`src/rtl/rfbc_pkg.sv`:
```
package rfbc_pkg;

    localparam int LEN_W       = 13;
    localparam int RD_W        = 8;
    localparam int LO_W        = 8;
    localparam int HI_W        = LEN_W - LO_W;
    localparam int THR_SEL_W   = 2;
    localparam int THR_MIN_LOG = 3;
    localparam int THR_MAX_LOG = THR_MIN_LOG + (2 ** THR_SEL_W) - 1;
    localparam int AVAIL_W     = THR_MAX_LOG + 1;

    typedef logic [LEN_W-1:0]     len_t;
    typedef logic [AVAIL_W-1:0]   avail_t;
    typedef logic [THR_SEL_W-1:0] thr_sel_t;

    localparam len_t LEN_MAX = '1;

    typedef struct packed {
        logic valid;
        logic ovf;
        len_t len;
    } frame_rec_t;

    localparam frame_rec_t REC_EMPTY = '{valid: 1'b0, ovf: 1'b0, len: '0};

    function automatic avail_t thr_of(thr_sel_t sel);
        return avail_t'(1) << (THR_MIN_LOG + int'(sel));
    endfunction

    function automatic avail_t final_count(len_t len, thr_sel_t sel);
        avail_t thr;
        len_t   mask;
        len_t   rem;
        thr  = thr_of(sel);
        mask = len_t'(thr) - len_t'(1);
        rem  = len & mask;
        return (rem == '0) ? thr : avail_t'(rem);
    endfunction

endpackage

```
`src/rtl/rfbc_run_counter.sv`:
```
module rfbc_run_counter
    import rfbc_pkg::*;
(
    input  logic       clk,
    input  logic       rst,
    input  logic       en,
    input  logic       byte_vld,
    input  logic       frame_end,
    output frame_rec_t done
);

    len_t cnt_q;
    logic ovf_q;
    len_t cnt_nxt;
    logic ovf_nxt;
    logic take;
    logic close;
    logic at_max;

    always_comb begin
        take    = en & byte_vld;
        close   = en & frame_end;
        at_max  = (cnt_q == LEN_MAX);
        cnt_nxt = cnt_q;
        ovf_nxt = ovf_q;
        if (take) begin
            if (at_max) begin
                ovf_nxt = 1'b1;
            end else begin
                cnt_nxt = cnt_q + len_t'(1);
            end
        end
        done.valid = close & (cnt_nxt != '0);
        done.ovf   = ovf_nxt;
        done.len   = cnt_nxt;
    end

    always_ff @(posedge clk) begin
        if (rst) begin
            cnt_q <= '0;
            ovf_q <= 1'b0;
        end else if (close) begin
            cnt_q <= '0;
            ovf_q <= 1'b0;
        end else begin
            cnt_q <= cnt_nxt;
            ovf_q <= ovf_nxt;
        end
    end

    // a byte arriving at the ceiling keeps the count there and flags overflow
    assert_sat_hold_R5: assert property (@(posedge clk) disable iff (rst)
        (cnt_q == LEN_MAX && en && byte_vld && !frame_end) |=> (cnt_q == LEN_MAX && ovf_q));

    // with transparent mode off the partial count is frozen
    assert_idle_freeze_R8: assert property (@(posedge clk) disable iff (rst)
        !en |=> ($stable(cnt_q) && $stable(ovf_q)));

endmodule

```
`src/rtl/rfbc_frame_slots.sv`:
```
module rfbc_frame_slots
    import rfbc_pkg::*;
(
    input  logic       clk,
    input  logic       rst,
    input  frame_rec_t done,
    input  logic       ack,
    output frame_rec_t cur
);

    frame_rec_t cur_q;
    frame_rec_t hold_q;
    frame_rec_t cur_d;
    frame_rec_t hold_d;

    always_comb begin
        cur_d  = cur_q;
        hold_d = hold_q;
        if (ack && cur_q.valid) begin
            cur_d  = hold_q;
            hold_d = REC_EMPTY;
        end
        if (done.valid) begin
            if (!cur_d.valid) begin
                cur_d = done;
            end else if (!hold_d.valid) begin
                hold_d = done;
            end
        end
    end

    always_ff @(posedge clk) begin
        if (rst) begin
            cur_q  <= REC_EMPTY;
            hold_q <= REC_EMPTY;
        end else begin
            cur_q  <= cur_d;
            hold_q <= hold_d;
        end
    end

    assign cur = cur_q;

    // a closed frame with nothing pending is latched by the next cycle
    assert_latch_R1: assert property (@(posedge clk) disable iff (rst)
        (done.valid && !cur_q.valid) |=> cur_q.valid);

    // latched record is frozen until acknowledged
    assert_hold_R3: assert property (@(posedge clk) disable iff (rst)
        (cur_q.valid && !ack) |=> $stable(cur_q));

    // the holding slot is only ever occupied behind a current frame
    assert_hold_order_R4: assert property (@(posedge clk) disable iff (rst)
        hold_q.valid |-> cur_q.valid);

    // acknowledge with nothing pending leaves the block idle
    assert_stray_ack_R9: assert property (@(posedge clk) disable iff (rst)
        (!cur_q.valid && !done.valid) |=> !cur_q.valid);

endmodule

```
`src/rtl/rfbc_read_view.sv`:
```
module rfbc_read_view
    import rfbc_pkg::*;
(
    input  frame_rec_t        cur,
    input  logic              rd_hi,
    input  thr_sel_t          thr_sel,
    output logic [RD_W-1:0]   rd_data,
    output logic              irq,
    output logic              ovf,
    output avail_t            avail
);

    logic [RD_W-1:0] lo_byte;
    logic [RD_W-1:0] hi_byte;

    always_comb begin
        lo_byte = cur.len[LO_W-1:0];
        hi_byte = {{(RD_W-HI_W){1'b0}}, cur.len[LEN_W-1:LO_W]};
        rd_data = rd_hi ? hi_byte : lo_byte;
        irq     = cur.valid;
        ovf     = cur.valid & cur.ovf;
        avail   = cur.valid ? final_count(cur.len, thr_sel) : '0;
    end

    // with a frame pending the final read size is between 1 and the threshold
    always_comb begin
        if (cur.valid) begin
            assert_avail_range_R6: assert (avail != '0 && avail <= thr_of(thr_sel));
        end
    end

endmodule

```
`src/rtl/rx_frame_len_counter.sv`:
```
module rx_frame_len_counter
    import rfbc_pkg::*;
(
    input  logic                  clk,
    input  logic                  rst,
    input  logic                  xparent_en,
    input  logic                  byte_vld,
    input  logic                  frame_end,
    input  logic [THR_SEL_W-1:0]  thr_sel,
    input  logic                  host_ack,
    input  logic                  rd_hi,
    output logic [RD_W-1:0]       rd_data,
    output logic                  frame_irq,
    output logic                  len_ovf,
    output logic [AVAIL_W-1:0]    final_avail
);

    frame_rec_t done;
    frame_rec_t cur;

    rfbc_run_counter u_run (
        .clk       (clk),
        .rst       (rst),
        .en        (xparent_en),
        .byte_vld  (byte_vld),
        .frame_end (frame_end),
        .done      (done)
    );

    rfbc_frame_slots u_slots (
        .clk  (clk),
        .rst  (rst),
        .done (done),
        .ack  (host_ack),
        .cur  (cur)
    );

    rfbc_read_view u_view (
        .cur     (cur),
        .rd_hi   (rd_hi),
        .thr_sel (thr_sel),
        .rd_data (rd_data),
        .irq     (frame_irq),
        .ovf     (len_ovf),
        .avail   (final_avail)
    );

endmodule

```
`config.mk`:
```
export PLATFORM = sky130hd
export DESIGN_NAME = rx_frame_len_counter
export DESIGN_NICKNAME = d
export VERILOG_FILES = /design/src/rtl/rfbc_pkg.sv /design/src/rtl/rfbc_run_counter.sv /design/src/rtl/rfbc_frame_slots.sv /design/src/rtl/rfbc_read_view.sv /design/src/rtl/rx_frame_len_counter.sv
export SDC_FILE = /design/constraint.sdc
export NUM_CORES = 1
export LEC_CHECK = 0
export CORE_MARGIN = 4
export CORE_UTILIZATION = 50
export CTS_CLUSTER_DIAMETER = 50
export DETAILED_ROUTE_END_ITERATION = 6
export PLACE_DENSITY_LB_ADDON = 0.3
export SYNTH_ARGS = -nofsm -noshare
export SYNTH_HDL_FRONTEND = slang
export SYNTH_HIERARCHICAL = 1
export SYNTH_SLANG_ARGS = --single-unit
```
`constraint.sdc`:
```
create_clock -name clk -period 2.9 [get_ports clk]
set_input_delay 0.725 -clock clk [delete_from_list [all_inputs] [get_ports clk]]
set_output_delay 0.725 -clock clk [all_outputs]
set_load 0.1 [all_outputs]
```
==> summary.md, run 1 <==
| Metric | Value |
|---|---|
| Peak supply drop | 0.000382 V |
| Critical Path AT | 2.35 ns |
| Depth of the CTS H-tree | 2 |
| CP max-delay cell | or3_4 |
| Simple-Gate Fraction of Synth Area | 28.3% |
| Post-synth EDFFs | 0 |
| Chip Height | 80.8 um |
| Drt wl/cell | 16.8 um |
| Initial antenna violation count | 0 |
| Worst path bufs/invs | 3 |
| Crit path largest cell delay | 0.36 ns |
| Starting Density | 51.8% |
| Post-route setup slack | -0.174 ns |
| Initial drt markers | 198 |
| Worst-case reg-to-reg path depth | 13 |
| Mapped Cells | 311 |
| PwrDens | 381 nW/um^2 |
| Measured slew at the worst slew-check pin | 1.27 ns |
| First-pass GRT wire length | 12300 um |
| Hold Buf Count CTS | 0 |
| Ant diodes | 0 |
| # setup viols final | 4 |
| Total global routing overflow | 0 |
| Critical Path Start Type | input port |
| Via density | 5.86 |
| Synth Area in Compound Gates | 23.1% |
| Share of layout cells above drive strength 1 | 33.2% |
| Worst Setup EP | final_avail[5] |
| Synthesis Warnings | 6 |
| Tot GR Track Use | 24.3% |
| Final min period | 3.07 ns |
| Maxcap violations | 0 |
| Core Footprint | 5110 sq um |
| Violated checks | negative setup slack |
| Antenna viol nets, final | 0 |
| Die W | 80.8 um |
| Family with the most delay on the worst path | simple AND/OR/NAND/NOR gates |
| Total CTS buffers | 5 |
| Top FF cell, synth | dfxtp_1 |
| Post-synthesis mux area share | 3.73% |
| Mapped cell area | 2650 sq um |
| IO Pins | 26 |
| Post-synthesis async set-or-reset flop share | 0% |
| Crit path depth | 9 |
| Worst path cell trace | buf_6, nor2_4, inv_2, ha_4, nor2b_2, a2111o_1, or3_4, a21oi_4, buf_12 |
| Leakage | 0.00130 uW |
| Highest clock rate | 325 MHz |
| Vias in the first global route | 2604 |
| Worst setup path class | input port to output port |
| Post-Synth Adder-Cell Area | 1.42% |
| Max Slew Vio Count | 0 |
| Status | complete, but fails checks |
| Area growth, synth to finish | 33.8% |
| DPL Wire Length | 4910 um |
| Crit. End Element | output port |
| Rows | 26 |
| Reg-to-Reg Start | u_run/cnt_q[1] |
| Post-synthesis xor/xnor area fraction | 3.59% |
| Clock sink total | 44 |
| Final hold violations | 0 |
| Unique masters post-synth | 53 |
| Max Root-Sink Buffers | 2 |
| Req. time, crit path | 2.17 ns |
| Die area | 6520 sq um |
| Place WS | -0.679 ns |
| Setup TNS | -0.478 ns |
| Clock skew | 0.00699 ns |
| CTS tree | yes |
| Crit-path max FO | 3 |
| Largest net degree at the start of global routing | 36 |
| Syn Area/Cell | 8.51 sq um |
| Via count | 2508 |
| Crit share post-route | 106% |
| TritonRoute pass-1 iters | 4 |
| PortBufs | 25 |
| DRC | 0 |
| Reg clk slew, reported paths | 0.08 ns |
| Synthesized flop and latch total | 44 |
| Sequential fraction of the synthesis area | 33.3% |
| Placed cell areas | 3300 sq um |
| RSZ-0062 raised after global routing | true |
| Reg-to-reg endpoint | u_slots/cur[6] |
| Nets@finish | 369 |
| Hold slack | 0.486 ns |
| Tightest Hold Check Type | flop to flop |
| Largest family of logic cells by synthesized area | simple AND/OR/NAND/NOR gates |
| Clk_lat worst skew | 0.30 ns |
| Filler cells | 422 |
| CTS root buf | clkbuf_8 |
| Placer Congestion | 0.839 |
| Routed WL | 7170 um |
| Fin area | 3540 sq um |
| Critical path startpoint | thr_sel[1] |
| Most frequent cells in the layout | dfxtp_1 (43), buf_4 (35), nand3_1 (33) |
| Commonest non-fill, non-tap cell in the layout | dfxtp_1 |
| Slew margin rel. | 14.9% |
| Flop2flop setup slack | 0.31 ns |
[how the worst min path moves through the flow]
stage,startpoint,end,cells after the start
CTS,u_slots/cur[6],u_slots/cur[6],2
global route,u_slots/cur[4],u_slots/cur[4],2
detailed placement,u_slots/cur[6],u_slots/cur[6],2
global placement,u_slots/cur[6],u_slots/cur[6],2
floorplan,u_slots/cur[6],u_slots/cur[6],2
finish,u_slots/cur[6],u_slots/cur[6],2
[power breakdown]
group	total, uW	internal [uW]	leakage, uW	switching, uW
sequential	628	616	0.000356	12.6
clock	478	259	0.0000548	218
combinational	246	96.5	0.000885	149
[Yosys cell counts (2+ instances only)]
| cell type | number | share of area, % |
|---|---|---|
| a21oi_1 | 32 | 6.0 |
| and3_1 | 2 | 0.47 |
| o21bai_1 | 2 | 0.57 |
| a41oi_1 | 2 | 0.66 |
| clkbuf_1 | 13 | 1.8 |
| nor2_1 | 10 | 1.4 |
| and3_2 | 2 | 0.57 |
| dfxtp_1 | 44 | 33 |
| buf_6 | 4 | 1.7 |
| mux2i_1 | 2 | 0.76 |
| o211ai_1 | 14 | 4.0 |
| buf_4 | 4 | 1.1 |
| o21ai_0 | 3 | 0.57 |
| nand3_1 | 33 | 6.2 |
| nand2b_1 | 17 | 4.0 |
| o21a_1 | 3 | 0.85 |
| a311oi_2 | 10 | 5.7 |
| inv_1 | 6 | 0.85 |
| xnor2_1 | 6 | 2.0 |
| ha_1 | 3 | 1.4 |
| and2_1 | 7 | 1.7 |
| a311oi_1 | 4 | 1.3 |
| nand4_1 | 3 | 0.71 |
| nand2_1 | 26 | 3.7 |
| buf_2 | 5 | 0.95 |
| and4_1 | 3 | 0.99 |
| xor2_1 | 3 | 0.99 |
| nor2b_1 | 15 | 3.5 |
| a31oi_1 | 2 | 0.47 |
| mux2_2 | 7 | 3.0 |
| nor4_1 | 2 | 0.47 |
[per-layer routing]
layer | global-route usage [%] | part of all wire, % | wire length [um]
met1 | 30.7 | 43 | 3050
met2 | 40.5 | 50 | 3620
met3 | 4.66 | 5.5 | 398
met4 | 10.1 | 1.4 | 103
met5 | 0 | 0 | 0
[timing repair]
item / CTS / global route
pin swaps: 13 / 11
buffers inserted: 6 / 0
gates resized for setup: 33 / 9
cloned: 2 / 0
setup endpoints to repair: 33 / 19
[worst reg2reg max path: cells and delay by family, from the launching register on]
family          cells  cell delay, ns
buf+inv             3            0.51
simple gates        5            0.94
fa+ha+maj           1            0.20
flops               1            0.35
compound gates      4            0.51
[cell families (layout without fill, tap and decap cells)]
kind of cell,Yosys count,in the layout
AOI/OAI and AO/OA,79,79
xor gates and xnor gates,10,10
adders and majority gates,3,3
buffers and inverters,32,77
DFF,44,44
muxes,9,9
other,1,2
and+or+nand+nor,133,134
[sequential cells by signal, indices dropped and copies added (netlist names)]
| register | cells |
|---|---|
| u_run/cnt_q | 13 |
| u_run/ovf_q | 1 |
| u_slots/hold_q | 15 |
| u_slots/cur | 15 |
[through the flow]
stage / power (uW) / utilization, % / cells
3_5_place_dp: 873 / 64.7 / 413
3_3_place_gp: 869 / 64.7 / 413
2_1_floorplan: 794 / - / 312
5_1_grt: 1410 / 69.4 / 428
6_report: 1350 / 69.4 / 428
4_1_cts: 1360 / 69.5 / 429
[layout make-up]
type	instances	area, sq um	share of cell area, %
tap	70	87.6	2.47
inverter	6	22.5	0.636
sequential	44	882	24.9
clock inverter	3	46.3	1.31
clock buffer	5	68.8	1.94
timing repair buffer	63	709	20.0
multi-input combinational	237	1730	48.7
No activity file was read; power rests on OpenSTA's default activity.
==> inputs of run 2 (changes only) <==
==> constraint.sdc (replaced) <==
create_clock -name clk -period 3.96 [get_ports clk]
set_input_delay 0.99 -clock clk [delete_from_list [all_inputs] [get_ports clk]]
set_output_delay 0.99 -clock clk [all_outputs]
set_load 0.1 [all_outputs]
==> summary.md, run 2 (same netlist as run 1, synthesis figures left out) <==
| Metric | Value |
|---|---|
| Status | finished clean |
| DPL Wire Length | 4500 um (-8.4%) |
| Antenna viol nets, final | 0 (unchanged) |
| Slew margin rel. | 19.4% (+4.4 points) |
| Initial antenna violation count | 0 (unchanged) |
| Critical path startpoint | thr_sel[0] |
| Max Root-Sink Buffers | 2 (unchanged) |
| Hold slack | 0.492 ns (+0.00585 ns) |
| Reg-to-Reg Start | u_run/cnt_q[0] |
| Post-CTS setup buffers | 0 (-6) |
| Flop2flop setup slack | 0.88 ns (+0.57 ns) |
| Fin area | 3080 sq um (-13%) |
| CTS tree | yes |
| Clock sink total | 44 (unchanged) |
| Req. time, crit path | 2.97 ns (+0.80 ns) |
| Crit. End Element | output port |
| Power, Total | 894 uW (-34%) |
| # setup viols final | 0 (-4) |
| Max Slew Vio Count | 0 (unchanged) |
| First-pass GRT wire length | 10400 um (-16%) |
| Total CTS buffers | 5 (unchanged) |
| PortBufs | 25 (unchanged) |
| Ant diodes | 0 (unchanged) |
| Largest net degree at the start of global routing | 33 (-8.3%) |
| IO Pins | 26 (unchanged) |
| Util after Layout | 60.3% (-9.1 points) |
| Critical Path Start Type | input port |
| Crit share post-route | 97.0% |
| Via density | 5.92 (+1.1%) |
| Crit-path max FO | 5 (+2) |
| TritonRoute pass-1 iters | 4 (unchanged) |
| Die W | 80.8 um (unchanged) |
| Tightest Hold Check Type | flop to flop |
| Met3 usage | 3.99% (-0.67 points) |
| Rows | 26 (unchanged) |
| Initial drt markers | 203 (+2.5%) |
| CTS root buf | clkbuf_8 |
| Final min period | 3.84 ns |
| Nets@finish | 342 (-7.3%) |
| Share of layout cells above drive strength 1 | 21.1% (-12 points) |
| Critical Path AT | 2.85 ns (+0.50 ns) |
| Met2 Usage GRT | 32.9% (-7.5 points) |
| GRT Max-Usage Layer | met2 |
| Placed cell areas | 2980 sq um (-9.9%) |
| Starting Density | 51.8% (unchanged) |
| PwrDens | 290 nW/um^2 (-24%) |
| Maxcap violations | 0 (unchanged) |
| Chip Height | 80.8 um (unchanged) |
| Peak supply drop | 0.000142 V (-63%) |
| Clk_lat worst skew | 0.28 ns (-0.02 ns) |
| Total global routing overflow | 0 (unchanged) |
| Clock skew | 0.00370 ns (-0.00329 ns) |
| Vias in the first global route | 2083 (-20%) |
| Hold Buf Count CTS | 0 (unchanged) |
| Placer Congestion | 0.861 (+2.6%) |
| Final hold violations | 0 (unchanged) |
| Depth of the CTS H-tree | 2 (unchanged) |
| Measured slew at the worst slew-check pin | 1.20 ns (-0.0662 ns) |
| Area growth, synth to finish | 16.3% |
| RSZ-0062 raised after global routing | false |
| Core Footprint | 5110 sq um (unchanged) |
| Routed WL | 6380 um (-11%) |
| Most frequent cells in the layout | dfxtp_1 (44), nand3_1 (33), a21oi_1 (31) |
| Die area | 6520 sq um (unchanged) |
| Commonest non-fill, non-tap cell in the layout | dfxtp_1 |
| Drt wl/cell | 15.9 um (-5.1%) |
| Leakage | 0.00109 uW (-16%) |
| Setup TNS | 0 ns (+0.478 ns) |
| Met1 Usage GRT | 28.2% (-2.5 points) |
| Via count | 2375 (-5.3%) |
| Reg clk slew, reported paths | 0.08 ns (about the same) |
| Tot GR Track Use | 20.5% (-3.8 points) |
| Hold Crit Start | u_slots/cur[7] |
| DRC | 0 (unchanged) |
| Highest clock rate | 260 MHz |
| Worst setup path class | input port to output port |
==> run 2: cell types whose count changed in the layout (fill, tap and decap cells not counted), moves of 2 or more <==
cell	before	now
buf_6	5	0
buf_12	17	4
nor2b_2	4	0
clkbuf_1	0	2
clkbuf_2	2	0
buf_4	35	25
ha_1	1	3
and2_4	2	0
dlygate4sd2_1	0	2
nand2_1	24	26
nor2b_1	10	15
nand2_2	3	1
clkdlybuf4s50_1	4	6
==> run 2: path summary, 6_finish.rpt <==
path                              to  cells after the start
setup / recovery      final_avail[5]                      9
setup reg to reg  u_slots/hold_q[14]                     11
hold / removal        u_slots/cur[7]                      2
hold reg to reg       u_slots/cur[7]                      2
==> run 2: critical path, cell delays in order <==
cell and delay [ns]:
dlygate4sd2_1 0.31, nor2_2 0.15, inv_1 0.05, ha_1 0.26
nor2b_1 0.05, a2111o_1 0.34, or3_4 0.36, a21oi_4 0.15
buf_12 0.19
==> run 2: metal layers <==
layer / vias to the layer above / wire length, um
li1: 1169 / -
met1: 1136 / 2950
met2: 64 / 2990
met3: 6 / 340
met4: 0 / 87
met5: - / 0
==> run 2: through the flow <==
step                cells  setup WS (ns)
finish                401          0.119
CTS                   401          0.114
global route          401         0.0275
detailed placement    393         -0.141
floorplan             312        -0.0682
global placement      393         -0.108
==> run 2: layout make-up <==
cell class              instances  area [sq um]
multi-input cells             236          1650
flip-flops and latches         44           881
well taps                      70          87.6
inverters                       6          22.5
clock buffers                   8          90.1
repair buffers                 37           345
fillers                       466          2030
==> run 2: power by group <==
group / total [uW] / internal (uW) / switching (uW)
logic: 149 / 49.6 / 99.4
clock network: 284 / 142 / 141
registers: 461 / 451 / 10.1
total: 894 / 643 / 251
==> run 2: timing repair <==
item,4_1_cts,5_1_grt
gates resized for setup,4,0
setup endpoints to repair,4,0
hold endpoints to repair,0,0
